<file path="config.mk">
export PLATFORM = sky130hd
export DESIGN_NAME = flash_cmd_front
export DESIGN_NICKNAME = d
export VERILOG_FILES = /design/src/rtl/fcf_pkg.sv /design/src/rtl/fcf_timebase.sv /design/src/rtl/fcf_param_bank.sv /design/src/rtl/fcf_sequencer.sv /design/src/rtl/flash_cmd_front.sv
export SDC_FILE = /design/constraint.sdc
export NUM_CORES = 1
export LEC_CHECK = 0
export BUFFER_PORTS_ARGS = -buffer_cell sky130_fd_sc_hd__clkbuf_2
export CORE_MARGIN = 2
export CORE_UTILIZATION = 50
export DETAILED_ROUTE_END_ITERATION = 10
export GPL_ROUTABILITY_DRIVEN = 1
export HOLD_SLACK_MARGIN = 0.1
export PLACE_DENSITY = 0.89
export SLEW_MARGIN = 30
export SYNTH_ARGS = -nofsm -noshare
export SYNTH_HDL_FRONTEND = slang
export SYNTH_SLANG_ARGS = --single-unit
</file>
<file path="constraint.sdc">
create_clock -name clk -period 3.4 [get_ports clk]
set_input_delay 0.17 -clock clk [delete_from_list [all_inputs] [get_ports clk]]
set_output_delay 0.17 -clock clk [all_outputs]
set_load 0.005 [all_outputs]
</file>
<file path="src/rtl/fcf_pkg.sv">
`timescale 1ns/1ps
package fcf_pkg;
   typedef enum logic [1:0] {
      A_STAT = 2'd0,
      A_CDIV = 2'd1,
      A_INDX = 2'd2,
      A_PARM = 2'd3
   } fcf_addr_e;

   localparam int ST_DONE = 0;
   localparam int ST_ACCE = 1;
   localparam int ST_PVIO = 2;
endpackage

</file>
<file path="src/rtl/fcf_timebase.sv">
`timescale 1ns/1ps
module fcf_timebase #(
   parameter int DIV_W    = 8,
   parameter bit TICK_REG = 1'b0
) (
   input  logic             clk,
   input  logic             rst_n,
   input  logic             ld,
   input  logic [DIV_W-1:0] ld_val,
   output logic [DIV_W-1:0] div_val,
   output logic             loaded,
   output logic             tick
);
   logic [DIV_W-1:0] cnt;
   logic             hit;

   always_ff @(posedge clk) begin
      if (!rst_n) begin
         div_val <= '0;
         cnt     <= '0;
         loaded  <= 1'b0;
      end else if (ld) begin
         div_val <= ld_val;
         cnt     <= ld_val;
         loaded  <= 1'b1;
      end else if (loaded) begin
         cnt <= (cnt == '0) ? div_val : cnt - 1'b1;
      end
   end

   assign hit = loaded && (cnt == '0);

   generate
      if (TICK_REG) begin : g_tick_reg
         logic tick_q;
         always_ff @(posedge clk) begin
            if (!rst_n) tick_q <= 1'b0;
            else        tick_q <= hit;
         end
         assign tick = tick_q;
      end else begin : g_tick_comb
         assign tick = hit;
      end
   endgenerate
endmodule

</file>
<file path="src/rtl/fcf_param_bank.sv">
`timescale 1ns/1ps
module fcf_param_bank #(
   parameter int DATA_W = 16,
   parameter int NWORDS = 6,
   parameter int IDX_W  = 3
) (
   input  logic                     clk,
   input  logic                     rst_n,
   input  logic                     idx_we,
   input  logic [IDX_W-1:0]         idx_wval,
   input  logic                     word_we,
   input  logic [DATA_W-1:0]        word_wval,
   input  logic                     res_load,
   input  logic [NWORDS*DATA_W-1:0] res_words,
   output logic [IDX_W-1:0]         idx,
   output logic [DATA_W-1:0]        rd_word,
   output logic [NWORDS*DATA_W-1:0] words
);
   logic [DATA_W-1:0] word_q [NWORDS];

   always_ff @(posedge clk) begin
      if (!rst_n)      idx <= '0;
      else if (idx_we) idx <= idx_wval;
   end

   generate
      for (genvar i = 0; i < NWORDS; i++) begin : g_word
         always_ff @(posedge clk) begin
            if (!rst_n)
               word_q[i] <= '0;
            else if (res_load)
               word_q[i] <= res_words[i*DATA_W +: DATA_W];
            else if (word_we && idx == IDX_W'(i))
               word_q[i] <= word_wval;
         end
         assign words[i*DATA_W +: DATA_W] = word_q[i];
      end
   endgenerate

   always_comb begin
      rd_word = '0;
      for (int i = 0; i < NWORDS; i++)
         if (idx == IDX_W'(i)) rd_word = word_q[i];
   end
endmodule

</file>
<file path="src/rtl/fcf_sequencer.sv">
`timescale 1ns/1ps
module fcf_sequencer (
   input  logic clk,
   input  logic rst_n,
   input  logic stat_we,
   input  logic w_done,
   input  logic w_acc,
   input  logic w_pv,
   input  logic div_loaded,
   input  logic needs_tb,
   input  logic eng_done,
   input  logic eng_prot_err,
   output logic ccif,
   output logic accerr,
   output logic pverr,
   output logic start,
   output logic res_load
);
   logic launch_req, blocked, launch_ok, acc_set;

   assign launch_req = stat_we && w_done && ccif;
   assign blocked    = accerr || pverr;
   assign launch_ok  = launch_req && !blocked && (div_loaded || !needs_tb);
   assign acc_set    = launch_req && !blocked && !div_loaded && needs_tb;
   assign res_load   = !ccif && eng_done;

   always_ff @(posedge clk) begin
      if (!rst_n) begin
         ccif   <= 1'b1;
         accerr <= 1'b0;
         pverr  <= 1'b0;
         start  <= 1'b0;
      end else begin
         start <= launch_ok;
         if (launch_ok)     ccif <= 1'b0;
         else if (res_load) ccif <= 1'b1;
         if (acc_set)                accerr <= 1'b1;
         else if (stat_we && w_acc)  accerr <= 1'b0;
         if (res_load && eng_prot_err) pverr <= 1'b1;
         else if (stat_we && w_pv)     pverr <= 1'b0;
      end
   end
endmodule

</file>
<file path="src/rtl/flash_cmd_front.sv">
`timescale 1ns/1ps
module flash_cmd_front #(
   parameter int DATA_W   = 16,
   parameter int NWORDS   = 6,
   parameter int DIV_W    = 8,
   parameter bit TICK_REG = 1'b0
) (
   input  logic                     clk,
   input  logic                     rst_n,
   input  logic                     reg_we,
   input  logic [1:0]               reg_addr,
   input  logic [DATA_W-1:0]        reg_wdata,
   output logic [DATA_W-1:0]        reg_rdata,
   output logic                     tb_tick,
   output logic                     eng_start,
   output logic [NWORDS*DATA_W-1:0] eng_params,
   input  logic                     eng_done,
   input  logic                     eng_prot_err,
   input  logic [NWORDS*DATA_W-1:0] eng_results
);
   import fcf_pkg::*;

   localparam int IDX_W = (NWORDS > 1) ? $clog2(NWORDS) : 1;

   initial begin
      assert (DATA_W >= 8) else $error("DATA_W must be at least 8");
      assert (DIV_W < DATA_W) else $error("DIV_W must leave room for the loaded bit");
      assert (NWORDS >= 2) else $error("NWORDS must be at least 2");
   end

   logic ccif, accerr, pverr, div_loaded, res_load;
   logic cfg_we, stat_we, div_we, idx_we, word_we;
   logic [DIV_W-1:0]  div_val;
   logic [IDX_W-1:0]  idx;
   logic [DATA_W-1:0] rd_word;

   assign cfg_we  = reg_we && ccif;
   assign stat_we = reg_we && (reg_addr == A_STAT);
   assign div_we  = cfg_we && (reg_addr == A_CDIV);
   assign idx_we  = cfg_we && (reg_addr == A_INDX);
   assign word_we = cfg_we && (reg_addr == A_PARM);

   fcf_timebase #(.DIV_W(DIV_W), .TICK_REG(TICK_REG)) i_tb (
      .clk(clk), .rst_n(rst_n), .ld(div_we), .ld_val(reg_wdata[DIV_W-1:0]),
      .div_val(div_val), .loaded(div_loaded), .tick(tb_tick));

   fcf_param_bank #(.DATA_W(DATA_W), .NWORDS(NWORDS), .IDX_W(IDX_W)) i_bank (
      .clk(clk), .rst_n(rst_n), .idx_we(idx_we), .idx_wval(reg_wdata[IDX_W-1:0]),
      .word_we(word_we), .word_wval(reg_wdata), .res_load(res_load),
      .res_words(eng_results), .idx(idx), .rd_word(rd_word), .words(eng_params));

   fcf_sequencer i_seq (
      .clk(clk), .rst_n(rst_n), .stat_we(stat_we),
      .w_done(reg_wdata[ST_DONE]), .w_acc(reg_wdata[ST_ACCE]), .w_pv(reg_wdata[ST_PVIO]),
      .div_loaded(div_loaded), .needs_tb(eng_params[DATA_W-1]),
      .eng_done(eng_done), .eng_prot_err(eng_prot_err),
      .ccif(ccif), .accerr(accerr), .pverr(pverr), .start(eng_start), .res_load(res_load));

   always_comb begin
      reg_rdata = '0;
      unique case (reg_addr)
         A_STAT: begin
            reg_rdata[ST_DONE] = ccif;
            reg_rdata[ST_ACCE] = accerr;
            reg_rdata[ST_PVIO] = pverr;
         end
         A_CDIV: begin
            reg_rdata[DIV_W-1:0]  = div_val;
            reg_rdata[DATA_W-1]   = div_loaded;
         end
         A_INDX: reg_rdata[IDX_W-1:0] = idx;
         default: reg_rdata = rd_word;
      endcase
   end
endmodule

</file>
==> results_dict.tcl <==
set metrics [dict create \
    core.rowCount 40 \
    tightest_slew_ns 0.993 \
    htreeDepth 4 \
    register_area_sq_um 3370 \
    insertedDiodeCount 0 \
    p_sw_share_pct 25.5 \
    fmax_mhz 344 \
    worstSetupStartpoint "i_bank.idx[0]" \
    netSwitchingPower_mw 1.04 \
    layout.nets 951 \
    synth_area_leaders "edfxtp_1, a22o_1, dfxtp_1" \
    grt_pass1_vias 6753 \
    post_synth_instance_area_sq_um 6170 \
    rr_startpoint "i_bank.idx[0]" \
    gp_congestion 0.996 \
    num_io_pins 233 \
    multi_input_area_sq_um 2620 \
    async_flop_share_pct 0 \
    p_leak_nw 3.77 \
    fp.dieArea_sq_um 13200 \
    fin_crit_ns 2.91 \
    grt_max_degree 55 \
    final_cell_mix "clkbuf_2, a22o_1, edfxtp_1" \
    yosys.area.top_type "edfxtp_1" \
    clkPwrFrac_pct 44.4 \
    grt_usage_pct 39.1 \
    share_comb_of_total_power_pct 13.5 \
    synth_top_area_share_pct 46.7 \
    synth_cell_type_count 48 \
    end_kind "primary output" \
    cp-start-kind "flop" \
    num-fill-cells 743 \
    routed_wl_mm 26.2 \
    timing.hold.ws_ns 0.0983 \
    path_max_fanout 27 \
    cts_buffers 17 \
    post_drt_wl_per_cell_um 26.5 \
    route.met2.wl_mm 12.0 \
    drv_slew 0 \
    finalSetupViolCount 0 \
    antenna_found_initial 0 \
    core_sq_um 12000 \
    netlist_instances 524 \
    post_drt_via_cell_ratio 6.84 \
    cap_violations 0 \
    synth_seq_cells 120 \
    r2r-end "i_bank.word_q[0][20]" \
    final_common_cell "clkbuf_2" \
    ir_worst_vdd_mv 0.409 \
    drive_above_1_share_pct 37.1 \
    synth_edf_count 96 \
    area_growth_pct 43.9 \
    max_slew_margin_pct 33.6 \
    seq_power_share_pct 42.1 \
    drc 0 \
    die_x_um 115 \
    grt_pass1_wl_mm 38.2 \
    cp_data_required_time_ns 3.23 \
    clk_latency_ns 0.42 \
    synthFlopType "edfxtp_1" \
    drt_first_iter_violations 1034 \
    via_count 6755 \
    crit_end "reg_rdata[7]" \
    reg2reg_slack_ns 0.83 \
    p_int_mw 3.03 \
    met1_length_mm 8.35 \
    dp_hpwl_mm 16.0 \
    wl_met3_mm 3.53 \
    skew_ns 0.0131 \
    io_buffer_count 232 \
    worst-setup-path-type "flop to primary output" \
    status "finished clean" \
    rsz0062_at_grt "no" \
    cts.sinks 120 \
    die_h_um 115 \
    ys_seq_area_share_pct 54.5 \
    start_util_pct 51.4 \
    clk_path_buf_depth 2 \
    cp.arrival_ns 2.74 \
    grt_overflow 0 \
    clockRootBuffer "clkbuf_16" \
    routed.top_layer "met4" \
    finalHoldViolCount 0 \
    syn_nets 645 \
    min_path_type "input port to flop" \
    clkTransAtPathRegs_ns 0.06 \
    postRouteAntennaNets 0 \
    avgSynthCellArea_sq_um 11.8 \
    period_share_pct 85.5 \
    cts_tree "yes" \
    synth_warnings 0 \
    p_per_area_nw_per_um2 459 \
    reg2reg_depth 3 \
    first_pass_iters 7 \
    setup_tns_ns 0 \
]
==> cell usage after synthesis, types with 6 or more instances <==
cell       n
inv_1      9
nand3_1    8
mux4_2     8
nand2_1   33
o21ai_0   41
dfxtp_1   24
mux2_2    15
a221oi_1   6
edfxtp_1  96
a22o_1    96
a21oi_1   24
buf_2     18
a21boi_0   6
nand2b_1   9
o22ai_1   12
o221ai_1   6
clkbuf_1  19
mux2i_1   11
nor2_1    33
==> critical path: stages (launching register included) <==
cell      delay, ns
dfxtp_2        0.71
buf_4          0.49
mux4_2         0.57
a21oi_1        0.23
o21ai_0        0.17
clkbuf_2       0.15
==> power groups by stage <==
stage / sequential (mW) / clock, mW / combinational, mW
after floorplan: 1.72 / 0 / 0.222
final: 1.72 / 1.81 / 0.552
after global placement: 1.73 / 0 / 0.425
after global routing: 1.72 / 1.84 / 0.583
after CTS: 1.71 / 1.76 / 0.522
after detailed placement: 1.74 / 0 / 0.437
==> layout make-up <==
class | count | area share, %
clock inverters | 12 | 1.52
multi-input cells | 351 | 29.5
flip-flops and latches | 120 | 37.9
repair buffers | 330 | 23.8
clock buffers | 18 | 4.83
well taps | 147 | 2.07
inverters | 10 | 0.423
==> through the flow <==
step / instance area, sq um / setup WS, ns / utilization [%] / instances / total power [mW]
3_3_place_gp: 7420 / 1.14 / 61.8 / 871 / 2.16
4_1_cts: 8850 / 0.613 / 73.7 / 988 / 3.99
6_report: 8880 / 0.492 / 73.9 / 988 / 4.08
3_5_place_dp: 7420 / 0.972 / 61.8 / 871 / 2.17
5_1_grt: 8880 / 0.416 / 73.9 / 988 / 4.14
2_1_floorplan: 6170 / 0.636 / - / 524 / 1.94
==> sequential cells by signal, indices dropped and copies added, names as in the netlist <==
name           count
i_bank.idx         3
i_bank.word_q     96
i_seq.accerr       1
i_seq.ccif         1
i_seq.pverr        1
i_seq.start        1
i_tb.cnt           8
i_tb.div_val       8
i_tb.loaded        1
==> per-layer routing <==
metal,vias to the layer above,GRT usage (%)
li1,2685,-
met1,3075,46.3
met2,755,63.1
met3,240,9.80
met4,0,26.6
met5,-,0
==> worst min path at each step <==
stage                               start  slack [ns]              endpoint  cells past startpoint
after floorplan                     rst_n        0.28            i_seq.ccif                      1
after global placement       eng_prot_err        0.41           i_seq.pverr                      2
after detailed placement     eng_prot_err        0.41           i_seq.pverr                      2
after CTS                  eng_results[2]        0.10   i_bank.word_q[0][2]                      2
after global routing      eng_results[31]        0.11  i_bank.word_q[0][31]                      2
final                      eng_results[2]         0.1   i_bank.word_q[0][2]                      2
==> cells by family after synthesis <==
family | synth area share (%)
muxes | 7.44
adders and majority gates | 0.405
AOI/OAI and AO/OA | 24.0
buffers and inverters | 3.95
xor gates and xnor gates | 0.426
and+or+nand+nor | 9.27
DFF | 54.5
==> what timing repair did <==
item | CTS | global route
buffers inserted | 0 | 0
hold buffers | 87 | 0
hold endpoints to repair | 88 | 0
resized for setup | 0 | 0
Power figures use the tool's default switching activity.
